==> config.mk <==
export PLATFORM = sky130hd
export DESIGN_NAME = pulse_swallow_divider
export DESIGN_NICKNAME = d
export VERILOG_FILES = /design/src/rtl/psd_pkg.sv /design/src/rtl/psd_ref_divider.sv /design/src/rtl/psd_prescaler.sv /design/src/rtl/psd_swallow_ctrl.sv /design/src/rtl/pulse_swallow_divider.sv
export SDC_FILE = /design/constraint.sdc
export NUM_CORES = 1
export LEC_CHECK = 0
export ABC_AREA = 0
export BUFFER_PORTS_ARGS = -buffer_cell sky130_fd_sc_hd__buf_2
export CAP_MARGIN = 20
export CORE_ASPECT_RATIO = 0.9
export CORE_MARGIN = 2
export CORE_UTILIZATION = 60
export CTS_BUF_LIST = sky130_fd_sc_hd__clkbuf_2
export CTS_CLUSTER_SIZE = 25
export DETAILED_ROUTE_END_ITERATION = 8
export GPL_TIMING_DRIVEN = 0
export HOLD_SLACK_MARGIN = 0.08
export PLACE_DENSITY = 0.93
export REMOVE_ABC_BUFFERS = 1
export SLEW_MARGIN = 15
export SYNTH_ARGS = -nofsm -noshare
export SYNTH_HDL_FRONTEND = slang
export SYNTH_SLANG_ARGS = --single-unit
==> constraint.sdc <==
create_clock -name clk -period 3.4 [get_ports clk]
set_input_delay 0.51 -clock clk [delete_from_list [all_inputs] [get_ports clk]]
set_output_delay 0.51 -clock clk [all_outputs]
set_load 0.005 [all_outputs]
==> src/rtl/psd_pkg.sv <==
package psd_pkg;

    localparam int unsigned DEF_R_W     = 14;
    localparam int unsigned DEF_A_W     = 6;
    localparam int unsigned DEF_B_W     = 13;
    localparam int unsigned DEF_SEL_W   = 2;
    localparam int unsigned DEF_BASE_L2 = 3;

    // Lower modulus P of the pair for a given select code.
    function automatic int unsigned pre_modulus(input int unsigned base_log2,
                                                input int unsigned code);
        return 32'd1 << (base_log2 + code);
    endfunction

endpackage

==> src/rtl/psd_ref_divider.sv <==
module psd_ref_divider #(
    parameter int unsigned R_W = psd_pkg::DEF_R_W
) (
    input  logic           clk,
    input  logic           rst_n,
    input  logic           clr,
    input  logic           ce,
    input  logic [R_W-1:0] div,
    output logic           pulse
);

    typedef struct packed {
        logic [R_W-1:0] cnt;
        logic           pulse;
    } ref_state_t;

    ref_state_t st_d, st_q;

    always_comb begin
        st_d       = st_q;
        st_d.pulse = 1'b0;
        if (clr) begin
            st_d.cnt = '0;
        end else if (ce) begin
            if (st_q.cnt == '0) begin
                // idle: sample the divide value (stays idle while it is zero)
                st_d.cnt = div;
            end else if (st_q.cnt == R_W'(1)) begin
                st_d.cnt   = div;
                st_d.pulse = 1'b1;
            end else begin
                st_d.cnt = st_q.cnt - R_W'(1);
            end
        end
    end

    always_ff @(posedge clk or negedge rst_n) begin
        if (!rst_n) st_q <= '0;
        else        st_q <= st_d;
    end

    assign pulse = st_q.pulse;

    // A zero divide value keeps the counter idle and silent.
    assert_ref_zero_R3: assert property (@(posedge clk) disable iff (!rst_n)
        (div == '0 && st_q.cnt == '0) |=> (st_q.cnt == '0 && !pulse));

    // A count above one never produces a pulse on the next cycle.
    assert_ref_midcount_R2: assert property (@(posedge clk) disable iff (!rst_n)
        (st_q.cnt > R_W'(1)) |=> !pulse);

endmodule

==> src/rtl/psd_prescaler.sv <==
module psd_prescaler #(
    parameter int unsigned SEL_W   = psd_pkg::DEF_SEL_W,
    parameter int unsigned BASE_L2 = psd_pkg::DEF_BASE_L2
) (
    input  logic             clk,
    input  logic             rst_n,
    input  logic             clr,
    input  logic             ce,
    input  logic             hi_next,
    input  logic [SEL_W-1:0] sel_next,
    output logic             tc
);

    localparam int unsigned CNT_W   = BASE_L2 + (1 << SEL_W);
    localparam int unsigned MAX_MOD = 1 << (BASE_L2 + (1 << SEL_W) - 1);

    typedef struct packed {
        logic [CNT_W-1:0] cnt;
    } pre_state_t;

    pre_state_t       st_d, st_q;
    logic [CNT_W-1:0] modv;

    always_comb begin
        modv = CNT_W'(psd_pkg::pre_modulus(BASE_L2, int'(sel_next)));
        tc   = ce && !clr && (st_q.cnt == '0);
        st_d = st_q;
        if (clr) begin
            st_d.cnt = '0;
        end else if (tc) begin
            // load P (P+1 cycles) or P-1 (P cycles)
            st_d.cnt = hi_next ? modv : modv - CNT_W'(1);
        end else if (ce) begin
            st_d.cnt = st_q.cnt - CNT_W'(1);
        end
    end

    always_ff @(posedge clk or negedge rst_n) begin
        if (!rst_n) st_q <= '0;
        else        st_q <= st_d;
    end

    assert_pre_bound_R4: assert property (@(posedge clk) disable iff (!rst_n)
        st_q.cnt <= CNT_W'(MAX_MOD));

    assert_pre_hold_R9: assert property (@(posedge clk) disable iff (!rst_n)
        (!ce && !clr) |=> $stable(st_q.cnt));

endmodule

==> src/rtl/psd_swallow_ctrl.sv <==
module psd_swallow_ctrl #(
    parameter int unsigned A_W   = psd_pkg::DEF_A_W,
    parameter int unsigned B_W   = psd_pkg::DEF_B_W,
    parameter int unsigned SEL_W = psd_pkg::DEF_SEL_W
) (
    input  logic             clk,
    input  logic             rst_n,
    input  logic             clr,
    input  logic             tc,
    input  logic [A_W-1:0]   a_in,
    input  logic [B_W-1:0]   b_in,
    input  logic [SEL_W-1:0] sel_in,
    output logic             hi_next,
    output logic [SEL_W-1:0] sel_next,
    output logic             pulse
);

    localparam int unsigned X_W = B_W + 1;

    typedef struct packed {
        logic             pend;
        logic [B_W-1:0]   idx;
        logic [A_W-1:0]   a;
        logic [B_W-1:0]   b;
        logic [SEL_W-1:0] sel;
        logic             pulse;
    } sw_state_t;

    sw_state_t      st_d, st_q;
    logic           last;
    logic           reload;
    logic [X_W-1:0] idx_inc;

    always_comb begin
        last     = (st_q.idx == st_q.b - B_W'(1));
        reload   = st_q.pend || last;
        idx_inc  = {1'b0, st_q.idx} + X_W'(1);
        hi_next  = reload ? (a_in != '0) : (idx_inc < X_W'(st_q.a));
        sel_next = reload ? sel_in : st_q.sel;

        st_d       = st_q;
        st_d.pulse = 1'b0;
        if (clr) begin
            st_d.pend = 1'b1;
            st_d.idx  = '0;
        end else if (tc) begin
            if (reload) begin
                st_d.a     = a_in;
                st_d.b     = b_in;
                st_d.sel   = sel_in;
                st_d.idx   = '0;
                st_d.pulse = !st_q.pend;
                st_d.pend  = 1'b0;
            end else begin
                st_d.idx = st_q.idx + B_W'(1);
            end
        end
    end

    always_ff @(posedge clk or negedge rst_n) begin
        if (!rst_n) st_q <= '{pend: 1'b1, default: '0};
        else        st_q <= st_d;
    end

    assign pulse = st_q.pulse;

    assert_fb_single_R11: assert property (@(posedge clk) disable iff (!rst_n)
        pulse |=> !pulse);

    assert_idx_bound_R12: assert property (@(posedge clk) disable iff (!rst_n)
        (!st_q.pend && st_q.b >= B_W'(3) && B_W'(st_q.a) <= st_q.b) |-> (st_q.idx < st_q.b));

    assert_mid_hold_R7: assert property (@(posedge clk) disable iff (!rst_n)
        (tc && !reload && !clr) |=> ($stable(st_q.a) && $stable(st_q.b) && $stable(st_q.sel)));

endmodule

==> src/rtl/pulse_swallow_divider.sv <==
module pulse_swallow_divider #(
    parameter int unsigned R_W     = psd_pkg::DEF_R_W,
    parameter int unsigned A_W     = psd_pkg::DEF_A_W,
    parameter int unsigned B_W     = psd_pkg::DEF_B_W,
    parameter int unsigned SEL_W   = psd_pkg::DEF_SEL_W,
    parameter int unsigned BASE_L2 = psd_pkg::DEF_BASE_L2
) (
    input  logic             clk,
    input  logic             rst_n,
    input  logic             cnt_clear,
    input  logic             ref_ce,
    input  logic             vco_ce,
    input  logic [R_W-1:0]   r_div,
    input  logic [A_W-1:0]   a_swallow,
    input  logic [B_W-1:0]   b_main,
    input  logic [SEL_W-1:0] pre_sel,
    output logic             ref_pulse,
    output logic             fb_pulse
);

    logic             pre_tc;
    logic             pre_hi;
    logic [SEL_W-1:0] pre_sel_nx;

    psd_ref_divider #(.R_W(R_W)) u_ref (
        .clk   (clk),
        .rst_n (rst_n),
        .clr   (cnt_clear),
        .ce    (ref_ce),
        .div   (r_div),
        .pulse (ref_pulse)
    );

    psd_prescaler #(.SEL_W(SEL_W), .BASE_L2(BASE_L2)) u_pre (
        .clk      (clk),
        .rst_n    (rst_n),
        .clr      (cnt_clear),
        .ce       (vco_ce),
        .hi_next  (pre_hi),
        .sel_next (pre_sel_nx),
        .tc       (pre_tc)
    );

    psd_swallow_ctrl #(.A_W(A_W), .B_W(B_W), .SEL_W(SEL_W)) u_sw (
        .clk      (clk),
        .rst_n    (rst_n),
        .clr      (cnt_clear),
        .tc       (pre_tc),
        .a_in     (a_swallow),
        .b_in     (b_main),
        .sel_in   (pre_sel),
        .hi_next  (pre_hi),
        .sel_next (pre_sel_nx),
        .pulse    (fb_pulse)
    );

    assert_clear_quiet_R1: assert property (@(posedge clk) disable iff (!rst_n)
        cnt_clear |=> (!ref_pulse && !fb_pulse));

    assert_fb_gated_R9: assert property (@(posedge clk) disable iff (!rst_n)
        !vco_ce |=> !fb_pulse);

endmodule

==> parameters.txt <==
Parameter                              Value

Outcome
  Status    finished clean

Synthesis
  Most common flop cell mapped by yosys    dfrtp_1
  Post-synth ARST share    1.00
  Post-synth cell types    62
  Average cell area after synthesis    9.02 sq um
  Cell area after synthesis    3840 sq um
  Cell count after synthesis    426
  Portion of the post-synthesis area used by sequential elements    0.378
  Yosys warning total    0
  Number of enable-type register cells in the synthesized netlist    0
  Total of flip-flops plus latches after synthesis    58

Power and ir drop
  PD cells    756 nW/um^2
  Post-layout total power    3.25 mW
  Peak supply drop    362 uV
  Cell leakage power    1.91 nW

STA
  Highest clock frequency the design can meet    310 MHz
  Setup Viol. Count Final    0
  Transition time at the pin with the least slew margin    0.960 ns
  Rel. slew slack    0.358
  Final-layout setup total negative slack    0 ns
  Unrepaired setup endpoints after global routing    true
  Final Skew    0.0437 ns
  Final worst path period share    0.948
  Min cycle time layout    3.22 ns
  Fin. max-slew vios    0
  Final Hold Fails    0
  Least setup slack across all paths after layout    0.178 ns
  Hold slack    0.197 ns

GRT
  Largest net degree at the start of global routing    59
  Total routing resource utilization after global routing    0.263
  First-pass GRT wire length    14600 um
  Vias in the first global route    3325
  Number of antenna violations at the first check in global routing    0
  Final global-route overflow total    0

Clock tree
  Worst-case clock buffer depth    2
  Num CTS Buffers    9
  TritonCTS clock tree    yes
  Clock tree root buffer cell    clkbuf_2
  Clock slew at reported path FFs    0.20 ns
  Worst-skew pair later-pin latency    0.52 ns
  Clock Sinks    58
  Level count of the clock H-tree    3

Final layout
  Share of cells above drive strength 1    0.204
  Final instance area    4290 sq um
  Layout Nets    517
  Area Growth Syn to Fin    11.7%
  Utilization after layout    0.698
  Post-layout instance count excluding filler cells    558
  Antenna cells    0

Drt
  Vias per Instance    6.08
  Detailed-route wire length    8550 um
  DRT Pass-1 Iters    5
  Mean routed wirelength per cell    15.3 um
  Total vias in the final route    3390
  Iteration-0 DRC count of the detailed router    276
  # DRC    0
  Number of routed nets with antenna violations    0

Hold path
  Hold Crit Endpoint    u_sw.st_q[21]
  Worst min-delay path category    in2reg
  Worst hold path startpoint    a_swallow[5]
  Worst hold path depth    3

Critical path
  Endpoint kind of the worst setup timing path    flop
  Number of cells traversed by the worst register-to-register path    11
  CP max FO    5
  CP startpoint kind    flop
  Classification of the worst setup path    reg2reg
  CP Data Arrival Time    3.63 ns
  Required time at the endpoint of the critical path    3.81 ns
  Worst r2r src    u_sw.st_q[3]
  Worst flop-to-flop path endpoint    u_pre.st_q[6]
  R2R Setup Slk    0.18 ns

Flow run
  Number of violations of the max-capacitance limit    0

Floorplan
  Core box area    6150 sq um
  Die area    7060 sq um
  Row Count    27
  Top-level I/O count    42
  Height of the die    79.9 um
  Initial Utilization    0.625
  Horizontal die dimension    88.4 um

Placement
  Global placer's final weighted congestion    0.905
  Placed standard-cell area    4080 sq um
  HPWL after detailed placement    5990 um
  DP Cell Count    533
  Port bufs    41
  Worst setup slack before clock tree synthesis    -0.213 ns
==> power by group <==
part,internal [mW],switching [mW],leakage [nW]
logic,0.716,0.862,1.07
clock network,0.249,0.266,0.0859
registers,0.917,0.237,0.753
==> flip-flops by register name (all words and copies together), names as in the netlist <==
signal       count
u_pre.st_q       7
u_ref.pulse      1
u_ref.st_q      14
u_sw.pulse       1
u_sw.st_q       35
==> synth_stat cells, types with 2 or more instances <==
master	instances	area share
buf_2	3	0.0039
mux2i_1	10	0.026
buf_6	2	0.0059
inv_1	22	0.021
nor2b_1	2	0.0033
o41ai_2	3	0.013
a221oi_1	6	0.014
nor3_1	15	0.020
clkbuf_1	17	0.017
a21oi_1	15	0.020
mux2_4	11	0.043
or2_2	2	0.0033
o21ai_1	9	0.012
ha_1	11	0.036
xor2_1	8	0.018
o21ai_0	34	0.044
dfrtp_1	57	0.37
or3_1	5	0.0081
mux2_1	5	0.015
o22ai_1	3	0.0049
nor4_1	4	0.0065
xnor2_1	15	0.034
a22oi_1	3	0.0059
nand4_1	6	0.0098
nor2_1	45	0.044
a21boi_0	2	0.0039
a211oi_1	9	0.018
nor3b_1	3	0.0059
and3_1	3	0.0049
o31ai_1	2	0.0039
or4_1	2	0.0039
mux2_2	2	0.0059
nand2_1	43	0.042
and4b_1	2	0.0052
nand3_1	16	0.021
a22o_1	3	0.0068
==> repair_timing <==
action | CTS | global route
resized for setup | 1 | 3
hold endpoints to repair | 57 | 0
pin swaps | 1 | 0
buffers inserted | 3 | 5
endpoints found under the setup margin | 15 | 5
hold buffers | 1 | 0
==> cell usage in the layout, fill, tap and decap left out, types with 15 or more instances in the layout <==
master | Yosys | layout
dfrtp_1 | 57 | 57
nor2_1 | 45 | 45
nand2_1 | 43 | 43
buf_2 | 3 | 40
o21ai_0 | 34 | 34
inv_1 | 22 | 22
nand3_1 | 16 | 16
xnor2_1 | 15 | 15
nor3_1 | 15 | 15
a21oi_1 | 15 | 15
==> kinds of logic after synthesis <==
group / after synthesis / synth area share
muxes: 29 / 0.0954
adders and majority gates: 11 / 0.0358
xor gates and xnor gates: 23 / 0.0524
DFF: 58 / 0.378
and+or+nand+nor: 160 / 0.211
AOI/OAI and AO/OA: 99 / 0.177
buffers and inverters: 45 / 0.0498
other: 1 / 0.000976
==> final cells by class <==
type	count	area (sq um)
sequential	58	1450
clock inverter	5	78.8
multi-input combinational	324	2210
timing repair buffer	51	305
fill	503	1850
clock buffer	11	55.1
inverter	22	82.6
tap	87	109
==> worst max path at each step <==
stage,startpoint,slack (ns),endpoint,depth (start not counted)
floorplan,u_sw.st_q[8],-0.15,u_pre.st_q[4],9
global placement,u_sw.st_q[3],-0.55,u_pre.st_q[4],9
detailed placement,u_sw.st_q[3],-0.21,u_pre.st_q[4],10
CTS,u_sw.st_q[3],0.09,u_pre.st_q[4],10
global route,u_sw.st_q[3],-0.04,u_pre.st_q[6],11
finish,u_sw.st_q[3],0.18,u_pre.st_q[6],11
==> critical path, stage by stage (launching register included) <==
cell,delay [ns]
dfrtp_1,0.44
or3_1,0.47
or4_1,0.51
xnor2_1,0.20
nand4_1,0.19
o31ai_4,0.38
buf_4,0.19
mux2i_4,0.29
buf_4,0.18
nor3_1,0.05
a22oi_1,0.18
nor2_1,0.06
==> routing by layer <==
metal | GRT usage | routed length (um) | part of all wire | vias up
met4 | 0.108 | 198 | 0.023 | 0
met5 | 0 | 0 | 0 | -
met2 | 0.450 | 4280 | 0.50 | 155
met3 | 0.0724 | 575 | 0.067 | 24
met1 | 0.311 | 3490 | 0.41 | 1603
li1 | - | - | - | 1608
Note: power is estimated with default switching activity, not from simulation.
